`src/rtl/stg_pkg.sv`:
```
package stg_pkg;

   typedef enum logic [2:0] {
      RATE_30 = 3'd0,
      RATE_15 = 3'd1,
      RATE_10 = 3'd2,
      RATE_6  = 3'd3,
      RATE_5  = 3'd4,
      RATE_3  = 3'd5,
      RATE_2  = 3'd6,
      RATE_1  = 3'd7
   } rate_e;

   // field order fixes the write-data bit positions
   typedef struct packed {
      rate_e rate;      // [6:4]
      logic  flash_en;  // [3]
      logic  vs_pol;    // [2]
      logic  hs_pol;    // [1]
      logic  mirror;    // [0]
   } ctrl_t;

   localparam int CTRL_W = $bits(ctrl_t);

   function automatic int unsigned rate_div(rate_e r);
      case (r)
         RATE_30: return 1;
         RATE_15: return 2;
         RATE_10: return 3;
         RATE_6:  return 5;
         RATE_5:  return 6;
         RATE_3:  return 10;
         RATE_2:  return 15;
         default: return 30;
      endcase
   endfunction

endpackage

```
`src/rtl/stg_cfg_regs.sv`:
```
module stg_cfg_regs
   import stg_pkg::*;
#(
   parameter int EXP_W = 16
) (
   input  logic             clk,
   input  logic             rst_n,
   input  logic             we,
   input  logic [1:0]       addr,
   input  logic [EXP_W-1:0] wdata,
   output ctrl_t            ctrl,
   output logic [EXP_W-1:0] exposure
);

   always_ff @(posedge clk or negedge rst_n) begin
      if (!rst_n) begin
         ctrl     <= '0;
         exposure <= EXP_W'(1);
      end else if (we) begin
         if (addr == 2'd0) ctrl     <= ctrl_t'(wdata[CTRL_W-1:0]);
         if (addr == 2'd1) exposure <= wdata;
      end
   end

endmodule

```
`src/rtl/stg_scan_counter.sv`:
```
module stg_scan_counter #(
   parameter int PHYS_COLS = 362,
   parameter int COL_W     = 9,
   parameter int LINE_W    = 14
) (
   input  logic              clk,
   input  logic              rst_n,
   input  logic              run,
   input  logic              master,
   input  logic              h_edge,
   input  logic              v_edge,
   input  logic [LINE_W-1:0] frame_len,
   output logic [COL_W-1:0]  col_q,
   output logic [LINE_W-1:0] line_q
);

   localparam logic [COL_W-1:0] COL_LAST = COL_W'(PHYS_COLS - 1);

   logic [LINE_W-1:0] line_nx;

   always_comb begin
      if (line_q >= frame_len - LINE_W'(1)) line_nx = '0;
      else                                  line_nx = line_q + LINE_W'(1);
   end

   always_ff @(posedge clk or negedge rst_n) begin
      if (!rst_n) begin
         col_q  <= '0;
         line_q <= '0;
      end else if (run) begin
         if (!master && v_edge) begin
            col_q  <= '0;
            line_q <= '0;
         end else if (!master && h_edge) begin
            col_q  <= '0;
            line_q <= line_nx;
         end else if (col_q == COL_LAST) begin
            if (master) begin
               col_q  <= '0;
               line_q <= line_nx;
            end
         end else begin
            col_q <= col_q + COL_W'(1);
         end
      end
   end

endmodule

```
`src/rtl/stg_expo_flash.sv`:
```
module stg_expo_flash #(
   parameter int LINE_W    = 14,
   parameter int EXP_W     = 16,
   parameter int ACT_ROWS  = 288,
   parameter int FIRST_ROW = 5,
   parameter int LAST_ROW  = 292
) (
   input  logic              clk,
   input  logic              rst_n,
   input  logic              run,
   input  logic              col_zero,
   input  logic              flash_en,
   input  logic [LINE_W-1:0] line,
   input  logic [LINE_W-1:0] frame_len,
   input  logic [EXP_W-1:0]  exposure,
   output logic [LINE_W-1:0] rst_line,
   output logic              flash
);

   localparam int SW = ((EXP_W > LINE_W) ? EXP_W : LINE_W) + 1;

   logic [SW-1:0] exp_w, len_w, e_eff, sum, wrapped;
   logic          set_c, clr_c;

   always_comb begin
      exp_w = SW'(exposure);
      len_w = SW'(frame_len);
      if (exp_w == '0)        e_eff = SW'(1);
      else if (exp_w > len_w) e_eff = len_w;
      else                    e_eff = exp_w;
      sum = SW'(line) + e_eff;
      if (sum >= len_w) wrapped = sum - len_w;
      else              wrapped = sum;
   end

   assign rst_line = LINE_W'(wrapped);

   assign set_c = run && col_zero && flash_en &&
                  (e_eff >= SW'(ACT_ROWS)) && (rst_line == LINE_W'(LAST_ROW));
   assign clr_c = run && (line == LINE_W'(FIRST_ROW));

   always_ff @(posedge clk or negedge rst_n) begin
      if (!rst_n)     flash <= 1'b0;
      else if (set_c) flash <= 1'b1;
      else if (clr_c) flash <= 1'b0;
   end

endmodule

```
`src/rtl/sensor_readout_tg.sv`:
```
module sensor_readout_tg
   import stg_pkg::*;
#(
   parameter int  PHYS_COLS = 362,
   parameter int  PHYS_ROWS = 298,
   parameter int  ACT_COLS  = 352,
   parameter int  ACT_ROWS  = 288,
   parameter int  HSYNC_W   = 16,
   parameter int  EXP_W     = 16,
   parameter bit  MIRROR_EN = 1'b1,
   localparam int COL_W     = $clog2(PHYS_COLS),
   localparam int LINE_W    = $clog2(PHYS_ROWS * 30 + 1)
) (
   input  logic              clk,
   input  logic              rst_n,
   input  logic              pwr_dn_n,
   input  logic              out_en_n,
   input  logic              master_mode,
   input  logic              hsync_in,
   input  logic              vsync_in,
   input  logic              cfg_we,
   input  logic [1:0]        cfg_addr,
   input  logic [EXP_W-1:0]  cfg_wdata,
   output logic [COL_W-1:0]  col_addr,
   output logic [LINE_W-1:0] line_o,
   output logic [LINE_W-1:0] rst_line_o,
   output logic              pix_valid,
   output logic              pclk_en,
   output logic              hsync_out,
   output logic              vsync_out,
   output logic              sync_oe,
   output logic              flash
);

   localparam int H_OFF  = (PHYS_COLS - ACT_COLS) / 2;
   localparam int V_OFF  = (PHYS_ROWS - ACT_ROWS) / 2;
   localparam int H_LAST = H_OFF + ACT_COLS - 1;
   localparam int V_LAST = V_OFF + ACT_ROWS - 1;

   // elaboration-time parameter checks
   if (ACT_COLS < 1 || ACT_COLS > PHYS_COLS) begin : g_bad_cols
      $error("ACT_COLS must lie in 1..PHYS_COLS");
   end
   if (ACT_ROWS < 1 || ACT_ROWS > PHYS_ROWS) begin : g_bad_rows
      $error("ACT_ROWS must lie in 1..PHYS_ROWS");
   end
   if (HSYNC_W < 1 || HSYNC_W >= PHYS_COLS) begin : g_bad_hsw
      $error("HSYNC_W must lie in 1..PHYS_COLS-1");
   end
   if (EXP_W < CTRL_W) begin : g_bad_expw
      $error("EXP_W too narrow for the control field");
   end

   ctrl_t             ctrl;
   logic [EXP_W-1:0]  exposure;
   logic [LINE_W-1:0] frame_len;
   logic [COL_W-1:0]  col_q;
   logic [LINE_W-1:0] line_q;
   logic              run;
   logic [1:0]        sync_v, pol_v, edge_v;

   assign run = pwr_dn_n;

   stg_cfg_regs #(.EXP_W(EXP_W)) u_regs (
      .clk      (clk),
      .rst_n    (rst_n),
      .we       (cfg_we),
      .addr     (cfg_addr),
      .wdata    (cfg_wdata),
      .ctrl     (ctrl),
      .exposure (exposure)
   );

   assign frame_len = LINE_W'(PHYS_ROWS * rate_div(ctrl.rate));

   // sync input edge detectors: index 0 horizontal, 1 vertical
   assign sync_v = {vsync_in, hsync_in};
   assign pol_v  = {ctrl.vs_pol, ctrl.hs_pol};

   for (genvar i = 0; i < 2; i++) begin : g_edge
      logic act, prev;
      assign act = pol_v[i] ? sync_v[i] : ~sync_v[i];
      always_ff @(posedge clk or negedge rst_n) begin
         if (!rst_n)   prev <= 1'b1;
         else if (run) prev <= act;
      end
      assign edge_v[i] = act & ~prev;
   end

   stg_scan_counter #(
      .PHYS_COLS (PHYS_COLS),
      .COL_W     (COL_W),
      .LINE_W    (LINE_W)
   ) u_scan (
      .clk       (clk),
      .rst_n     (rst_n),
      .run       (run),
      .master    (master_mode),
      .h_edge    (edge_v[0]),
      .v_edge    (edge_v[1]),
      .frame_len (frame_len),
      .col_q     (col_q),
      .line_q    (line_q)
   );

   stg_expo_flash #(
      .LINE_W    (LINE_W),
      .EXP_W     (EXP_W),
      .ACT_ROWS  (ACT_ROWS),
      .FIRST_ROW (V_OFF),
      .LAST_ROW  (V_LAST)
   ) u_expo (
      .clk       (clk),
      .rst_n     (rst_n),
      .run       (run),
      .col_zero  (col_q == '0),
      .flash_en  (ctrl.flash_en),
      .line      (line_q),
      .frame_len (frame_len),
      .exposure  (exposure),
      .rst_line  (rst_line_o),
      .flash     (flash)
   );

   if (MIRROR_EN) begin : g_mirror
      assign col_addr = ctrl.mirror ? (COL_W'(PHYS_COLS - 1) - col_q) : col_q;
   end else begin : g_direct
      assign col_addr = col_q;
   end

   logic in_h, in_v, hs_act, vs_act;

   assign in_h   = (col_q >= COL_W'(H_OFF)) && (col_q <= COL_W'(H_LAST));
   assign in_v   = (line_q >= LINE_W'(V_OFF)) && (line_q <= LINE_W'(V_LAST));
   assign hs_act = col_q < COL_W'(HSYNC_W);
   assign vs_act = line_q == '0;

   assign line_o    = line_q;
   assign pix_valid = in_h && in_v && run && !out_en_n;
   assign pclk_en   = run && !out_en_n;
   assign hsync_out = ctrl.hs_pol ? hs_act : ~hs_act;
   assign vsync_out = ctrl.vs_pol ? vs_act : ~vs_act;
   assign sync_oe   = master_mode;

endmodule

```
`config.mk`:
```
export PLATFORM = sky130hd
export DESIGN_NAME = sensor_readout_tg
export DESIGN_NICKNAME = d
export VERILOG_FILES = /design/src/rtl/stg_pkg.sv /design/src/rtl/stg_cfg_regs.sv /design/src/rtl/stg_scan_counter.sv /design/src/rtl/stg_expo_flash.sv /design/src/rtl/sensor_readout_tg.sv
export SDC_FILE = /design/constraint.sdc
export NUM_CORES = 1
export LEC_CHECK = 0
export ABC_CLOCK_PERIOD_IN_PS = 13400
export CAP_MARGIN = 10
export CORE_UTILIZATION = 30
export CTS_CLUSTER_DIAMETER = 150
export DETAILED_ROUTE_END_ITERATION = 8
export DONT_BUFFER_PORTS = 1
export GPL_TIMING_DRIVEN = 1
export PLACE_DENSITY = 0.42
export REMOVE_ABC_BUFFERS = 1
export SETUP_SLACK_MARGIN = 0.5
export SYNTH_ARGS = -nofsm -noshare
export SYNTH_HDL_FRONTEND = slang
export SYNTH_SLANG_ARGS = --single-unit
```
`constraint.sdc`:
```
create_clock -name clk -period 13.4 [get_ports clk]
set_input_delay 1.34 -clock clk [delete_from_list [all_inputs] [get_ports clk]]
set_output_delay 1.34 -clock clk [all_outputs]
set_load 0.005 [all_outputs]
```
-- Word-level counts from Yosys, hierarchy flattened
Index checks and enable logic that the tools add are counted.
Widths: inputs -> output; s select.
- register bits: 49
- input bits: 26
- output and inout port bits: 43
- word-level logic and storage cells: 93
- $add $sub $neg: 6
- multipliers: 1
- magnitude comparators: 9
- equality and inequality tests: 11
- mux-type cells: 20
- bitwise gates (word level): 8
- reductions and logical operators: 27
- operators by type and width (cell ; count):
    $mux 14 ; 6
    $mux 9 ; 5
    $pmux 5 s7 ; 1
    $mul 8x32->13 const A ; 1
    $mux 16 ; 2
    $add 14x16->17 ; 1
    $ge 17x14->1 ; 1
    $ge 16x9->1 const B ; 1
    $gt 16x14->1 ; 1
    $logic_not 16->1 ; 1
    $add 14x1->14 const B ; 1
    $eq 14x3->1 const B ; 1
    $eq 14x9->1 const B ; 1
    $ge 14x14->1 ; 1
    $ge 14x3->1 const B ; 1
    $le 14x9->1 const B ; 1
    $logic_not 14->1 ; 1
    $sub 14x1->14 const B ; 1
    $sub 14x14->14 ; 1
    $logic_and 1x1->1 ; 13
    $add 9x1->9 const B ; 1
    $eq 3x3->1 const B ; 3
    $eq 9x9->1 const B ; 1
    $ge 9x3->1 const B ; 1
    18 further kinds ; 34

-- Logic depth before layout (Yosys ltp)
- word-level depth: 12
- gate-level depth with buffers: 45
- mapped depth without buffers: 42

-- By module
Synthesis repeated with hierarchy kept, for this count alone.
- cells, all modules: 691
- area total of the unflattened synthesis: 5871.9 um^2
- modules (own cells, without submodules) (module ; instances ; cells each ; area an instance (um^2) ; seq. area each (um^2)):
    stg_expo_flash ; 1 ; 314 ; 2249.7 ; 25.0
    stg_scan_counter ; 1 ; 210 ; 1831.8 ; 575.6
    stg_cfg_regs ; 1 ; 49 ; 923.4 ; 576.8
    sensor_readout_tg ; 1 ; 118 ; 867.1 ; 52.6

-- Worst setup path after synthesis
OpenSTA, ideal clock, no wires.
- path kind: register -> output
- start: register, netlist name u_regs.ctrl[5]
- end: output rst_line_o[10]
- arrival time: 8.148 ns
- data required time: 12.060 ns
- path slack: 3.912 ns
- stages on the path, launching flop included: 42
- path buffers: 5
- path through: dfrtp_1 > buf_2 > nor2b_1 > or3_1 > ha_1 > and2_1 > ha_1 > clkbuf_1 > a31oi_4 > o31ai_1 > inv_1 > ha_1 > and3_1 > and4_4 > and3_4 > o31ai_1 > clkbuf_1 > o21ai_0 > [... 6 more ...] > a21oi_1 > inv_1 > nand3_1 > a2bb2oi_1 > o31ai_1 > and2_1 > nor2_1 > xor2_1 > ha_1 > o21ai_0 > nand2b_1 > and2_1 > o22a_1 > o311a_1 > a311o_1 > buf_6 > buf_2 > mux2i_1
- cells in the longest elaborated chain, start to end: 9
- elaborated cells between the ends (all ways): 16
- those cells by class: add/sub (2); mul (1); order compare (2); eq/ne (6); mux (4); reduce/logical (1)
- ends and longest elaborated chain (element ; RTL line ; source):
    $eq 3x3->1, or another cell as far along ; stg_pkg.sv:26 ; case (r)
    $pmux 5 s7 * ; stg_pkg.sv:26 ;
    $mul 8x32->13 * ; sensor_readout_tg.sv:74 ; assign frame_len = LINE_W'(PHYS_ROWS * rate_div(ctrl.rate));
    $gt 16x14->1 ; stg_expo_flash.sv:29 ; else if (exp_w > len_w) e_eff = len_w;
    $mux 16 ; stg_expo_flash.sv:29 ;
    $mux 16 ; stg_expo_flash.sv:28 ; if (exp_w == '0) e_eff = SW'(1);
    $add 14x16->17 ; stg_expo_flash.sv:31 ; sum = SW'(line) + e_eff;
    $sub 14x14->14 / $ge 17x14->1 (equally long branches) ; stg_expo_flash.sv:32 ; if (sum >= len_w) wrapped = sum - len_w;
    $mux 14 * ; stg_expo_flash.sv:32 ;
    end, declared ; sensor_readout_tg.sv:26 ; output logic [LINE_W-1:0] rst_line_o,
Mark *: on every way between the ends. The rest lies on a longest branch, timed or not.

-- Worst setup path in the final report
- start: register, netlist name u_regs.ctrl[5]
- end: output rst_line_o[11]
- cells in the longest elaborated chain, start to end: 9
- elaborated cells between the ends (all ways): 16
- those cells by class: add/sub (2); mul (1); order compare (2); eq/ne (6); mux (4); reduce/logical (1)
- ends and longest elaborated chain (element ; RTL line):
    $eq 3x3->1, or another cell as far along ; stg_pkg.sv:26
    $pmux 5 s7 * ; stg_pkg.sv:26
    $mul 8x32->13 * ; sensor_readout_tg.sv:74
    $gt 16x14->1 ; stg_expo_flash.sv:29
    $mux 16 ; stg_expo_flash.sv:29
    $mux 16 ; stg_expo_flash.sv:28
    $add 14x16->17 ; stg_expo_flash.sv:31
    $sub 14x14->14 / $ge 17x14->1 (equally long branches) ; stg_expo_flash.sv:32
    $mux 14 * ; stg_expo_flash.sv:32
Marks and branches as above.

==> flow_summary_export.csv <==
group,metric,value,unit
detailed_routing,routed_wirelength,17100,um
clock_tree,clockBufferDepth,2,
worst_setup_path,reg2regPathDepth,43,
clock_tree,cell_at_the_root_of_the_clock_tree,"clkbuf_16",
worst_hold_path,type_of_the_tightest_min_delay_check,"flop to flop",
clock_tree,cts_tree,"built",
global_routing,globalRouteOverflowTotal,0,
synth,synth-seq-cells,49,
placed_design,hpwl,13700,um
final_layout,regArea,1230,um2
placed_design,port-buffer-count,0,
global_routing,first_global_vias,4672,
detailed_routing,drt_first_iter_violations,259,
pwr,power_switching,780,uW
synth,yosys.cell_count.top_type,"ha_1",
worst_setup_path,cpMaxStageDelayCell,"a311o_1",
pwr,p_leak,2.78,nW
sta,clock_skew,13.3,ps
detailed_routing,drcViolationCount,12,
worst_setup_path,crit_required,12060,ps
floorplanning,io_pins,69,
pwr,power.switching_fraction,53.1,%
worst_setup_path,worst-endpoint-arrival,9400,ps
synth,postSynth.asyncResetShare,100,%
sta,setup_repair_after_global_routing_missed_its_margin,"false",
detailed_routing,via_per_inst,5.42,
sta,final-hold-violation-count,0,
flow_run,maxCapViolations,0,
pwr,power_density_over_cell_area,247,nW/um2
global_routing,grt_start_max_net_pins,50,
clock_tree,cts_hold_repair_buffers,0,
pwr,finalPower,1.47,mW
synth,portion_of_the_post_synthesis_area_used_by_sequential_elements,22.1,%
worst_setup_path,cp-end-kind,"primary output",
detailed_routing,antenna_left,0,
final_layout,fillerInstances,1912,
synth,synth_top_cells_by_area,"dfrtp_1 21%, ha_1 15%, mux2_2 4.9%",
sta,report.final.slew_viol_count,0,
sta,finalSetupTns,0,ps
final_layout,multi_input_area,4020,um2
global_routing,grt_pass1_wl,26900,um
worst_setup_path,cp_num_buf_inv,6,
sta,maxClockFrequency,0.0932,GHz
placed_design,place.gp.congestion,0.890,
final_layout,final_design_area_no_fill,5940,um2
pwr,seq_pwr_share,15.1,%
sta,max-slew-margin-rel,45.9,%
worst_setup_path,critical-path-top-delay-family,"compound AO/OA/AOI/OAI gates",
floorplanning,initial_utilization,30.8,%
final_layout,diodes,0,
clock_tree,clkSlewWorstSetupHoldPaths,70,ps
status,status,"finished, violations left",
worst_setup_path,critPathMostFrequentCell,"ha_1",
global_routing,globalRouteTotalUtil,18.1,%
worst_setup_path,worstSetupPathDepth,42,
floorplanning,core_footprint,18100,um2
sta,ratio_of_final_minimum_period_to_clock_period,80.1,%
pwr,vdd_ir_drop_max,73.2,uV
worst_hold_path,worst_hold_path.num_cells,2,
clock_tree,clock-sinks,49,
worst_setup_path,timing.setup.critical_path_class,"flop to primary output",
synth,synth_flop_cell,"dfrtp_1",
synth,synth_enable_flop_cells,0,
detailed_routing,drt-pass1-iter-count,7,
clock_tree,tritoncts.num_buffers,5,
worst_setup_path,crit_path_start_kind,"flop",
clock_tree,clk_latency,310,ps
synth,mappedNetlistArea,5570,um2
synth,synth.cells.most_frequent,"68 x ha_1, 64 x nand2_1, 49 x inv_1",
floorplanning,fp.dieW,138,um
sta,final-setup-viol-count,0,
clock_tree,postCtsResizedCells,0,
clock_tree,post_cts_buffers,0,
synth,synth.distinct_cells,74,
pwr,clkPwrFrac,10.5,%
final_layout,drive_above_1_share,9.65,%
final_layout,postLayoutCoreUtil,32.8,%
final_layout,finalNetCount,758,
sta,worstMarginPinSlew,809,ps
worst_setup_path,crit_path_max_fanout,24,
synth,syn_area_per_cell,8.19,um2
pwr,combinationalPowerShare,74.4,%
synth,yosys_warnings,0,
detailed_routing,routedWlPerCell,19.2,um
clock_tree,htreeDepth,2,
synth,synth_top_area_share,20.7,%
status,violations,"design-rule violations",
placed_design,placed_cell_area,5760,um2
worst_setup_path,worst_path_largest_cell_delay,590,ps
floorplanning,die-height,138,um
synth,cell_taking_the_most_area_after_synthesis,"dfrtp_1",
detailed_routing,routed-via-count,4832,
global_routing,antenna_violations_before_repair,0,
sta,timing.final.crit_period,10740,ps
floorplanning,row_count,49,
pwr,internal_power,689,uW
synth,cells_after_synth,680,
final_layout,area_growth_syn_to_layout,6.56,%
floorplanning,die_area,19100,um2
## final cells by class
cell class | count | share of cell area (%)
multi-input cells | 550 | 67.7
clock inverters | 2 | 0.632
clock buffers | 6 | 2.34
well taps | 229 | 4.83
inverters | 53 | 3.37
repair buffers | 3 | 0.379
flip-flops and latches | 49 | 20.7
## registers in the layout (all words and copies together), names as in the netlist
register	count
u_regs.exposure	16
g_edge.prev	2
u_scan.col_q	9
u_regs.ctrl	7
u_expo.flash	1
u_scan.line_q	14
## kinds of logic (layout without fill, tap and decap cells)
logic type / Yosys count / count (layout) / synth area share, %
buffers and inverters: 81 / 64 / 5.84
flip-flops: 49 / 49 / 22.1
multiplexers: 32 / 32 / 6.38
AO/OA/AOI/OAI: 162 / 162 / 19.4
XOR/XNOR: 48 / 48 / 8.44
adder cells (fa/ha/maj): 71 / 71 / 16.2
AND/OR/NAND/NOR: 237 / 237 / 21.6
## metal layers
layer  up-vias  routed length [um]  part of all wire, %  track usage [%]
met4         0                 213                  1.2             4.26
met3        13                 696                  4.1             3.22
met5         -                   0                    0                0
met1      2322                8440                   49             24.9
met2       101                7740                   45             29.2
li1       2396                   -                    -                -
## stage by stage
stage          setup slack [ps]  std cells  hold WS [ps]
6_report                   2660        892           485
5_1_grt                    1780        892           516
4_1_cts                    2710        892           487
3_5_place_dp               3090        884           478
3_3_place_gp               3370        884           468
2_1_floorplan              3110        652           456
## power groups by stage
stage | clock (mW) | sequential (mW) | combinational (mW)
4_1_cts | 0.159 | 0.223 | 1.10
5_1_grt | 0.163 | 0.227 | 1.22
3_5_place_dp | 0 | 0.225 | 1.09
2_1_floorplan | 0 | 0.203 | 0.825
3_3_place_gp | 0 | 0.226 | 1.09
6_report | 0.154 | 0.222 | 1.09
## placed cells by master (no fill, tap or decap), drive strengths merged, types with 7 or more instances in the layout
cell type	n
ha	68
nand2	64
inv	52
o21ai	47
dfrtp	46
nor2	46
a21oi	39
xnor2	26
mux2	25
xor2	20
nand2b	17
and3	17
nand3	17
a21o	16
nor3	15
nand4	11
nor2b	10
o31ai	10
or3	9
mux2i	7
or2	7
## worst paths after layout
kind,start,to,slack [ps]
min in group asynchronous,rst_n,u_scan.col_q[7],720
worst max register to register,u_regs.ctrl[5],u_expo.flash,3970
worst min-delay path,g_edge[0].prev,g_edge[0].prev,490
worst min register to register,g_edge[0].prev,g_edge[0].prev,490
max in group asynchronous,rst_n,g_edge[1].prev,12480
worst max-delay path,u_regs.ctrl[5],rst_line_o[11],2660
## worst reg2reg max path: cells and delay by family (launching register included)
kind	cells	cell delay [ps]
AOI/OAI and AO/OA	22	4880
and+or+nand+nor	9	1430
adders and majority gates	5	1370
buffers and inverters	5	650
muxes	1	210
xor gates and xnor gates	1	280
DFF	1	510
(Power assumes the default switching activity.)
